`config.mk`:
```
export PLATFORM = sky130hd
export DESIGN_NAME = spi_host_ctrl
export DESIGN_NICKNAME = d
export VERILOG_FILES = /design/src/rtl/spi_host_pkg.sv /design/src/rtl/spi_ss_sync.sv /design/src/rtl/spi_rate_div.sv /design/src/rtl/spi_shift_eng.sv /design/src/rtl/spi_host_ctrl.sv
export SDC_FILE = /design/constraint.sdc
export NUM_CORES = 1
export LEC_CHECK = 0
export BUFFER_PORTS_ARGS = -buffer_cell sky130_fd_sc_hd__buf_2
export CORE_MARGIN = 2
export CORE_UTILIZATION = 30
export DETAILED_ROUTE_END_ITERATION = 12
export PLACE_DENSITY_LB_ADDON = 0.3
export SYNTH_ARGS = -nofsm -noshare
export SYNTH_HDL_FRONTEND = slang
export SYNTH_SLANG_ARGS = --single-unit
export TNS_END_PERCENT = 100
```
`constraint.sdc`:
```
create_clock -name clk -period 2.6 [get_ports clk]
set_input_delay 0.26 -clock clk [delete_from_list [all_inputs] [get_ports clk]]
set_output_delay 0.26 -clock clk [all_outputs]
set_load 0.005 [all_outputs]
```
`src/rtl/spi_host_pkg.sv`:
```
package spi_host_pkg;

    localparam int FRAME_BITS = 8;
    localparam int EDGE_CNT   = 2 * FRAME_BITS;
    localparam int EDGE_W     = $clog2(EDGE_CNT);
    localparam int DIV_W      = 7;

    typedef enum logic [1:0] {
        REG_CTRL = 2'd0,
        REG_STAT = 2'd1,
        REG_DATA = 2'd2,
        REG_NONE = 2'd3
    } reg_addr_e;

    // Control register, bit 7 first
    typedef struct packed {
        logic rx_ie;
        logic rsvd;
        logic master;
        logic cpol;
        logic cpha;
        logic odrain;
        logic en;
        logic tx_ie;
    } ctrl_t;

    // Status / setup register, bit 7 first
    typedef struct packed {
        logic       rxf;
        logic       err_ie;
        logic       ovf;
        logic       modf;
        logic       txe;
        logic       modf_en;
        logic [1:0] rate;
    } stat_t;

    typedef struct packed {
        logic cpol;
        logic cpha;
    } mode_t;

    localparam ctrl_t CTRL_RST = 8'h28;
    localparam stat_t STAT_RST = 8'h08;

    // Half period of the serial clock minus one, in bus cycles: 4**rate - 1
    function automatic logic [DIV_W-1:0] half_m1(input logic [1:0] rate);
        return (DIV_W'(1) << {rate, 1'b0}) - DIV_W'(1);
    endfunction

endpackage

```
`src/rtl/spi_ss_sync.sv`:
```
module spi_ss_sync #(
    parameter int STAGES = 2
) (
    input  logic clk,
    input  logic rst,
    input  logic din,
    output logic dout
);
    logic [STAGES-1:0] st_q;

    generate
        if (STAGES == 1) begin : g_single
            always_ff @(posedge clk) begin
                if (rst) st_q <= 1'b1;
                else     st_q <= din;
            end
        end else begin : g_chain
            always_ff @(posedge clk) begin
                if (rst) st_q <= '1;
                else     st_q <= {st_q[STAGES-2:0], din};
            end
        end
    endgenerate

    assign dout = st_q[STAGES-1];
endmodule

```
`src/rtl/spi_rate_div.sv`:
```
module spi_rate_div
    import spi_host_pkg::*;
(
    input  logic             clk,
    input  logic             rst,
    input  logic             run,
    input  logic [DIV_W-1:0] lim,
    output logic             tick
);
    logic [DIV_W-1:0] cnt_q;

    assign tick = run && (cnt_q == lim);

    always_ff @(posedge clk) begin
        if (rst || !run) cnt_q <= '0;
        else if (tick)   cnt_q <= '0;
        else             cnt_q <= cnt_q + DIV_W'(1);
    end

    AST_TICK_WHILE_RUN: assert property (@(posedge clk) disable iff (rst)
        !run |=> cnt_q == '0);
endmodule

```
`src/rtl/spi_shift_eng.sv`:
```
module spi_shift_eng
    import spi_host_pkg::*;
(
    input  logic                  clk,
    input  logic                  rst,
    input  logic                  load,
    input  logic [FRAME_BITS-1:0] load_byte,
    input  logic                  abort,
    input  logic                  tick,
    input  mode_t                 mode,
    input  logic                  miso,
    output logic                  sck,
    output logic                  mosi,
    output logic                  busy,
    output logic                  done,
    output logic [FRAME_BITS-1:0] rx_byte
);
    logic [FRAME_BITS-1:0] sh_q;
    logic [EDGE_W-1:0]     edge_q;
    logic                  lat_q, mo_q, phase_q, busy_q;
    logic                  lead, last, in_bit;

    assign lead   = ~edge_q[0];
    assign last   = (edge_q == EDGE_W'(EDGE_CNT - 1));
    assign in_bit = mode.cpha ? miso : lat_q;

    always_ff @(posedge clk) begin
        if (rst) begin
            sh_q    <= '0;
            edge_q  <= '0;
            lat_q   <= 1'b0;
            mo_q    <= 1'b0;
            phase_q <= 1'b0;
            busy_q  <= 1'b0;
        end else if (busy_q && abort) begin
            busy_q  <= 1'b0;
            phase_q <= 1'b0;
            edge_q  <= '0;
        end else if (busy_q && tick) begin
            if (lead) begin
                phase_q <= 1'b1;
                lat_q   <= miso;
                mo_q    <= sh_q[FRAME_BITS-1];
            end else begin
                phase_q <= 1'b0;
                sh_q    <= {sh_q[FRAME_BITS-2:0], in_bit};
            end
            if (last) begin
                busy_q <= 1'b0;
                edge_q <= '0;
            end else begin
                edge_q <= edge_q + EDGE_W'(1);
            end
        end else if (!busy_q && load) begin
            sh_q   <= load_byte;
            busy_q <= 1'b1;
            edge_q <= '0;
        end
    end

    assign busy    = busy_q;
    assign done    = busy_q && !abort && tick && last;
    assign rx_byte = {sh_q[FRAME_BITS-2:0], in_bit};
    assign sck     = mode.cpol ^ phase_q;
    assign mosi    = mode.cpha ? mo_q : sh_q[FRAME_BITS-1];

    AST_EDGE_ONLY_BUSY: assert property (@(posedge clk) disable iff (rst)
        !busy_q |-> (edge_q == '0) && !phase_q);
endmodule

```
`src/rtl/spi_host_ctrl.sv`:
```
module spi_host_ctrl
    import spi_host_pkg::*;
#(
    parameter int SYNC_STAGES = 2
) (
    input  logic       clk,
    input  logic       rst,
    input  logic [1:0] bus_addr,
    input  logic       bus_wr,
    input  logic       bus_rd,
    input  logic [7:0] bus_wdata,
    output logic [7:0] bus_rdata,
    output logic       spi_sck,
    output logic       spi_mosi,
    input  logic       spi_miso,
    input  logic       spi_ss_n,
    output logic       irq_rx,
    output logic       irq_tx,
    output logic       irq_err
);
    ctrl_t                 ctrl_q;
    logic                  rxf_q, ovf_q, modf_q, txe_q, err_ie_q, modf_en_q, arm_q;
    logic [1:0]            rate_q;
    logic [FRAME_BITS-1:0] tx_buf_q, rx_buf_q, rx_byte;
    logic                  tx_full_q;
    logic                  busy, done, tick, ss_s, start, abort, fault;
    logic                  wr_ctrl, wr_stat, wr_data, rd_stat, rd_data, clr_rx, clr_modf;
    mode_t                 mode;
    stat_t                 stat_view;
    reg_addr_e             sel;

    assign sel      = reg_addr_e'(bus_addr);
    assign wr_ctrl  = bus_wr && (sel == REG_CTRL);
    assign wr_stat  = bus_wr && (sel == REG_STAT);
    assign wr_data  = bus_wr && (sel == REG_DATA);
    assign rd_stat  = bus_rd && (sel == REG_STAT);
    assign rd_data  = bus_rd && (sel == REG_DATA);
    assign clr_rx   = rd_data && arm_q;
    assign clr_modf = wr_ctrl && arm_q;

    assign mode  = '{cpol: ctrl_q.cpol, cpha: ctrl_q.cpha};
    assign start = tx_full_q && ctrl_q.en && ctrl_q.master && !busy;
    assign abort = !(ctrl_q.en && ctrl_q.master);
    assign fault = modf_en_q && ctrl_q.master && !ss_s;

    spi_ss_sync #(.STAGES(SYNC_STAGES)) u_ss_sync (
        .clk  (clk),
        .rst  (rst),
        .din  (spi_ss_n),
        .dout (ss_s)
    );

    spi_rate_div u_rate_div (
        .clk  (clk),
        .rst  (rst),
        .run  (busy),
        .lim  (half_m1(rate_q)),
        .tick (tick)
    );

    spi_shift_eng u_shift (
        .clk       (clk),
        .rst       (rst),
        .load      (start),
        .load_byte (tx_buf_q),
        .abort     (abort),
        .tick      (tick),
        .mode      (mode),
        .miso      (spi_miso),
        .sck       (spi_sck),
        .mosi      (spi_mosi),
        .busy      (busy),
        .done      (done),
        .rx_byte   (rx_byte)
    );

    // Control register and mode-fault takeover
    always_ff @(posedge clk) begin
        if (rst) begin
            ctrl_q <= CTRL_RST;
        end else begin
            if (wr_ctrl) begin
                ctrl_q      <= ctrl_t'(bus_wdata);
                ctrl_q.rsvd <= 1'b0;
            end
            if (fault) begin
                ctrl_q.en     <= 1'b0;
                ctrl_q.master <= 1'b0;
            end
        end
    end

    // Setup fields, flags and the read-clear arming
    always_ff @(posedge clk) begin
        if (rst) begin
            err_ie_q  <= STAT_RST.err_ie;
            modf_en_q <= STAT_RST.modf_en;
            rate_q    <= STAT_RST.rate;
            rxf_q     <= STAT_RST.rxf;
            ovf_q     <= STAT_RST.ovf;
            modf_q    <= STAT_RST.modf;
            txe_q     <= STAT_RST.txe;
            tx_full_q <= 1'b0;
            arm_q     <= 1'b0;
        end else begin
            if (wr_stat) begin
                err_ie_q  <= bus_wdata[6];
                modf_en_q <= bus_wdata[2];
                rate_q    <= bus_wdata[1:0];
            end

            if (rd_stat)                 arm_q <= 1'b1;
            else if (rd_data || wr_ctrl) arm_q <= 1'b0;

            if (done)        rxf_q <= 1'b1;
            else if (clr_rx) rxf_q <= 1'b0;

            if (done && rxf_q) ovf_q <= 1'b1;
            else if (clr_rx)   ovf_q <= 1'b0;

            if (fault)         modf_q <= 1'b1;
            else if (clr_modf) modf_q <= 1'b0;

            if (wr_data)    txe_q <= 1'b0;
            else if (start) txe_q <= 1'b1;

            if (wr_data)    tx_full_q <= 1'b1;
            else if (start) tx_full_q <= 1'b0;
        end
    end

    // Data buffers hold their contents through reset
    always_ff @(posedge clk) begin
        if (wr_data)         tx_buf_q <= bus_wdata;
        if (done && !rxf_q)  rx_buf_q <= rx_byte;
    end

    always_comb begin
        stat_view = '{rxf: rxf_q, err_ie: err_ie_q, ovf: ovf_q, modf: modf_q,
                      txe: txe_q, modf_en: modf_en_q, rate: rate_q};
        case (sel)
            REG_CTRL: bus_rdata = ctrl_q;
            REG_STAT: bus_rdata = stat_view;
            REG_DATA: bus_rdata = rx_buf_q;
            default:  bus_rdata = '0;
        endcase
    end

    assign irq_rx  = rxf_q && ctrl_q.rx_ie;
    assign irq_tx  = txe_q && ctrl_q.tx_ie;
    assign irq_err = (ovf_q || modf_q) && err_ie_q;

    AST_TXE_ON_LOAD: assert property (@(posedge clk) disable iff (rst)
        start && !wr_data |=> txe_q);
    AST_RXF_ON_DONE: assert property (@(posedge clk) disable iff (rst)
        done |=> rxf_q);
    AST_OVF_KEEPS_BUF: assert property (@(posedge clk) disable iff (rst)
        done && rxf_q |=> ovf_q && $stable(rx_buf_q));
    AST_FAULT_DROPS_MASTER: assert property (@(posedge clk) disable iff (rst)
        fault |=> modf_q && !ctrl_q.en && !ctrl_q.master);
    AST_START_ONLY_MASTER: assert property (@(posedge clk) disable iff (rst)
        $rose(busy) |-> $past(ctrl_q.en && ctrl_q.master));
    AST_SCK_IDLE_LEVEL: assert property (@(posedge clk) disable iff (rst)
        !busy |-> spi_sck == ctrl_q.cpol);
    AST_RSVD_ZERO: assert property (@(posedge clk) disable iff (rst)
        !ctrl_q.rsvd);
endmodule

```
==> results by group <==
Timing
  – Final hold violations: 0
  – Final setup skew: approximately 4.6 ps
  – Setup TNS: 0 ps
  – # setup viols final: 0
  – Period utilization: between 90% and 100%
  – Fin. max-slew vios: 0
  – PnR worst setup slack: a little over 200 ps
  – Unrepaired setup endpoints after global routing: false
  – Relative slew slack: roughly 60%
  – Fmax: 418 MHz
  – Worst hold margin: 110 ps
  – Tmin final: 2390 ps
  – Slew @ Worst Pin: 600 ps

Worst setup path
  – Crit-path max FO: 8
  – Worst EP required: 2620 ps
  – R2r setup slk: 210 ps
  – CP Class: reg -> reg
  – Worst Reg-to-Reg Cells: 7
  – Critical R2R Capture: rx_buf_q[5]$_DFFE_PP_
  – Critical Path Sink Type: flop
  – Critical Path AT: 2410 ps
  – Crit start category: flop
  – Worst R2R Start: rate_q[1]$_SDFFE_PP0P_

Routing
  – Via count: 1,945
  – Drt pass-1 iters: 4
  – WL met3: 263 µm
  – Routed vias/inst: 4.85
  – Top Metal Used: met4
  – DRC Markers: 0
  – Final wirelength: 5.75 mm
  – Routed length per placed instance: 14.3 µm
  – Met1 Routed Length: 2.86 mm
  – Met2 Wirelength: approximately 2.5 mm
  – Initial DRC count: 75
  – Routed Antenna Nets: 0

Clocking
  – Worst-Skew Late Latency: 330 ps
  – TritonCTS buffer count: 9
  – H-tree levels: 3
  – CTS root buf: clkbuf_8
  – Clock sink count: 58
  – Post-CTS setup buffers: 0
  – Clk slew on worst S/H paths: roughly 70 ps
  – TritonCTS clock tree: done
  – Max Root-Sink Buffers: 2

Layout
  – Share of layout cells above drive strength 1: between 20% and 30%
  – Commonest non-fill, non-tap cells in the layout: dfxtp_1 (42), nor2_1 (32), buf_2 (28), nand2_1 (21), nand3_1 (19)
  – # nets final: 310
  – Final Cell Area: just over 0.003 mm²
  – Commonest non-fill, non-tap cell in the layout: dfxtp_1
  – # diodes: 0
  – Post-Layout Cell Count: 401
  – Final Util: a little under two fifths
  – Area Overhead vs Synth: 21.3%

Floorplanning
  – Die width: 95.9 µm
  – Core area: 0.00822 mm²
  – Initial Util: 30.8%
  – FP Rows: 33
  – IO Pins: 29
  – Full die area: 0.00919 mm²
  – Die Y: approximately 96 µm

Placement
  – HPWL after DPL: around 4.1 mm
  – Post-Place Setup Slack: 75.1 ps
  – Area after DPL: 0.00283 mm²
  – Cells after DPL: 385
  – Port-buffer cells: 28
  – GP Congestion: approximately 0.75

Global route
  – Largest net degree at the start of global routing: 34
  – Vias in the first global route: 1,854
  – First-pass GRT wire length: 9.29 mm
  – Remaining global-route overflow: 0
  – All-Layer GR Usage: 13.6%
  – Initial antenna violation count: 0

Power
  – Total Power: 2.04 mW
  – Maximum VDD drop: 0.279 mV
  – Pwr dens: roughly 670 mW/mm²
  – Static Leakage: 1.18 nW

Synthesis
  – Synth Instances: 253
  – #FFs+latches synth: 58
  – Syn avg cell area: 10.0 µm²
  – Post-synth EDFFs: 16
  – Cell area after synthesis: 0.00253 mm²
  – Main synth FF type: dfxtp_1
  – Asr flop ratio synth: 0%
  – Ys Warns: 0
  – Synthesized net count: 272
  – Seq/Total Area, Yosys: 52.2%
  – Library cells used by synthesis: 43

Min path
  – Hold wc startpoint: spi_ss_n
  – Worst Hold Class: in -> reg
  – Worst Hold End: u_ss_sync.st_q[0]$_SDFF_PP1_
  – WHS Path Cells: 2

Run
  – Maxcap violations: 0

Outcome
  – Status: complete, no violations
-- worst max-delay path by stage --
| stage | startpoint | end | depth (start not counted) | slack (ps) |
|---|---|---|---|---|
| after global placement | rate_q[1]$_SDFFE_PP0P_ | rx_buf_q[3]$_DFFE_PP_ | 7 | 110 |
| after floorplan | rate_q[1]$_SDFFE_PP0P_ | rx_buf_q[0]$_DFFE_PP_ | 7 | 10 |
| after global routing | rate_q[1]$_SDFFE_PP0P_ | rx_buf_q[2]$_DFFE_PP_ | 7 | 110 |
| final | rate_q[1]$_SDFFE_PP0P_ | rx_buf_q[5]$_DFFE_PP_ | 7 | 210 |
| after CTS | rate_q[1]$_SDFFE_PP0P_ | rx_buf_q[2]$_DFFE_PP_ | 7 | 60 |
| after detailed placement | rate_q[1]$_SDFFE_PP0P_ | rx_buf_q[4]$_DFFE_PP_ | 7 | 80 |
-- cell families after synthesis --
group                      after synthesis  synth area share [%]
adders and majority gates                3                  1.48
AOI/OAI and AO/OA                       51                  14.4
muxes                                   16                  6.43
xor gates and xnor gates                 8                  2.77
DFF                                     58                  52.2
buffers and inverters                   14                  2.08
and+or+nand+nor                        103                  20.7
-- critical path, cell delays in order (launching register included) --
cell,delay (ps)
dfxtp_1,310
or2_2,290
ha_1,300
xnor2_1,160
nor4b_4,300
o21ai_2,100
or3_4,420
nor2_4,210
-- layout make-up --
type                    instances  area, µm²
clock inverters                 2       60.1
clock buffers                  14        173
inverters                       5       18.8
well taps                     105        131
repair buffers                 36        200
flip-flops and latches         58       1320
fillers                       844       5150
multi-input cells             181       1160
-- synthesized netlist by cell type, types with 2 or more instances --
master     n  area (µm²)
dfxtp_1   42         841
nor2_1    33         124
nand2_1   21        78.8
nand3_1   19        95.1
edfxtp_1  16         480
a21oi_1   15        75.1
mux2i_1   14         140
o21ai_0   12        60.1
clkbuf_1   7        26.3
o221a_2    7        78.8
nor2b_1    6        37.5
xor2_1     6        52.6
inv_1      5        18.8
nand2b_1   5        31.3
or2_2      4        25.0
ha_1       3        37.5
nand3b_1   3        22.5
o21a_1     3        22.5
and2_1     2        12.5
buf_1      2        7.51
mux2_2     2        22.5
nand4b_1   2        17.5
nor3_1     2        10.0
o21ai_2    2        17.5
xnor2_1    2        17.5
-- repair_timing --
item	CTS	global route
endpoints found under the setup margin	0	8
hold endpoints to repair	0	0
hold buffers	0	0
resized for setup	0	1
-- where the power goes --
part           internal (mW)  total (mW)  switching (mW)
clock                  0.620       0.981           0.361
sequential             0.944       0.956          0.0120
combinational         0.0465       0.106          0.0592
total                   1.61        2.04           0.433
-- metal layers --
| metal | GRT usage, % | up-vias |
|---|---|---|
| met1 | 18.1 | 919 |
| met4 | 5.36 | 0 |
| met2 | 20.6 | 43 |
| met3 | 4.07 | 6 |
| met5 | 0 | - |
| li1 | - | 977 |
-- flip-flops by register name, summed over array words and instances, names as in the netlist --
register / flops
arm_q: 1
ctrl_q: 7
err_ie_q: 1
modf_en_q: 1
modf_q: 1
ovf_q: 1
rate_q: 2
rx_buf_q: 8
rxf_q: 1
tx_buf_q: 8
tx_full_q: 1
txe_q: 1
u_rate_div.cnt_q: 7
u_shift.busy: 1
u_shift.edge_q: 4
u_shift.lat_q: 1
u_shift.mo_q: 1
u_shift.phase_q: 1
u_shift.sh_q: 8
u_ss_sync.st_q: 2
Note: power is estimated with default switching activity, not from simulation.
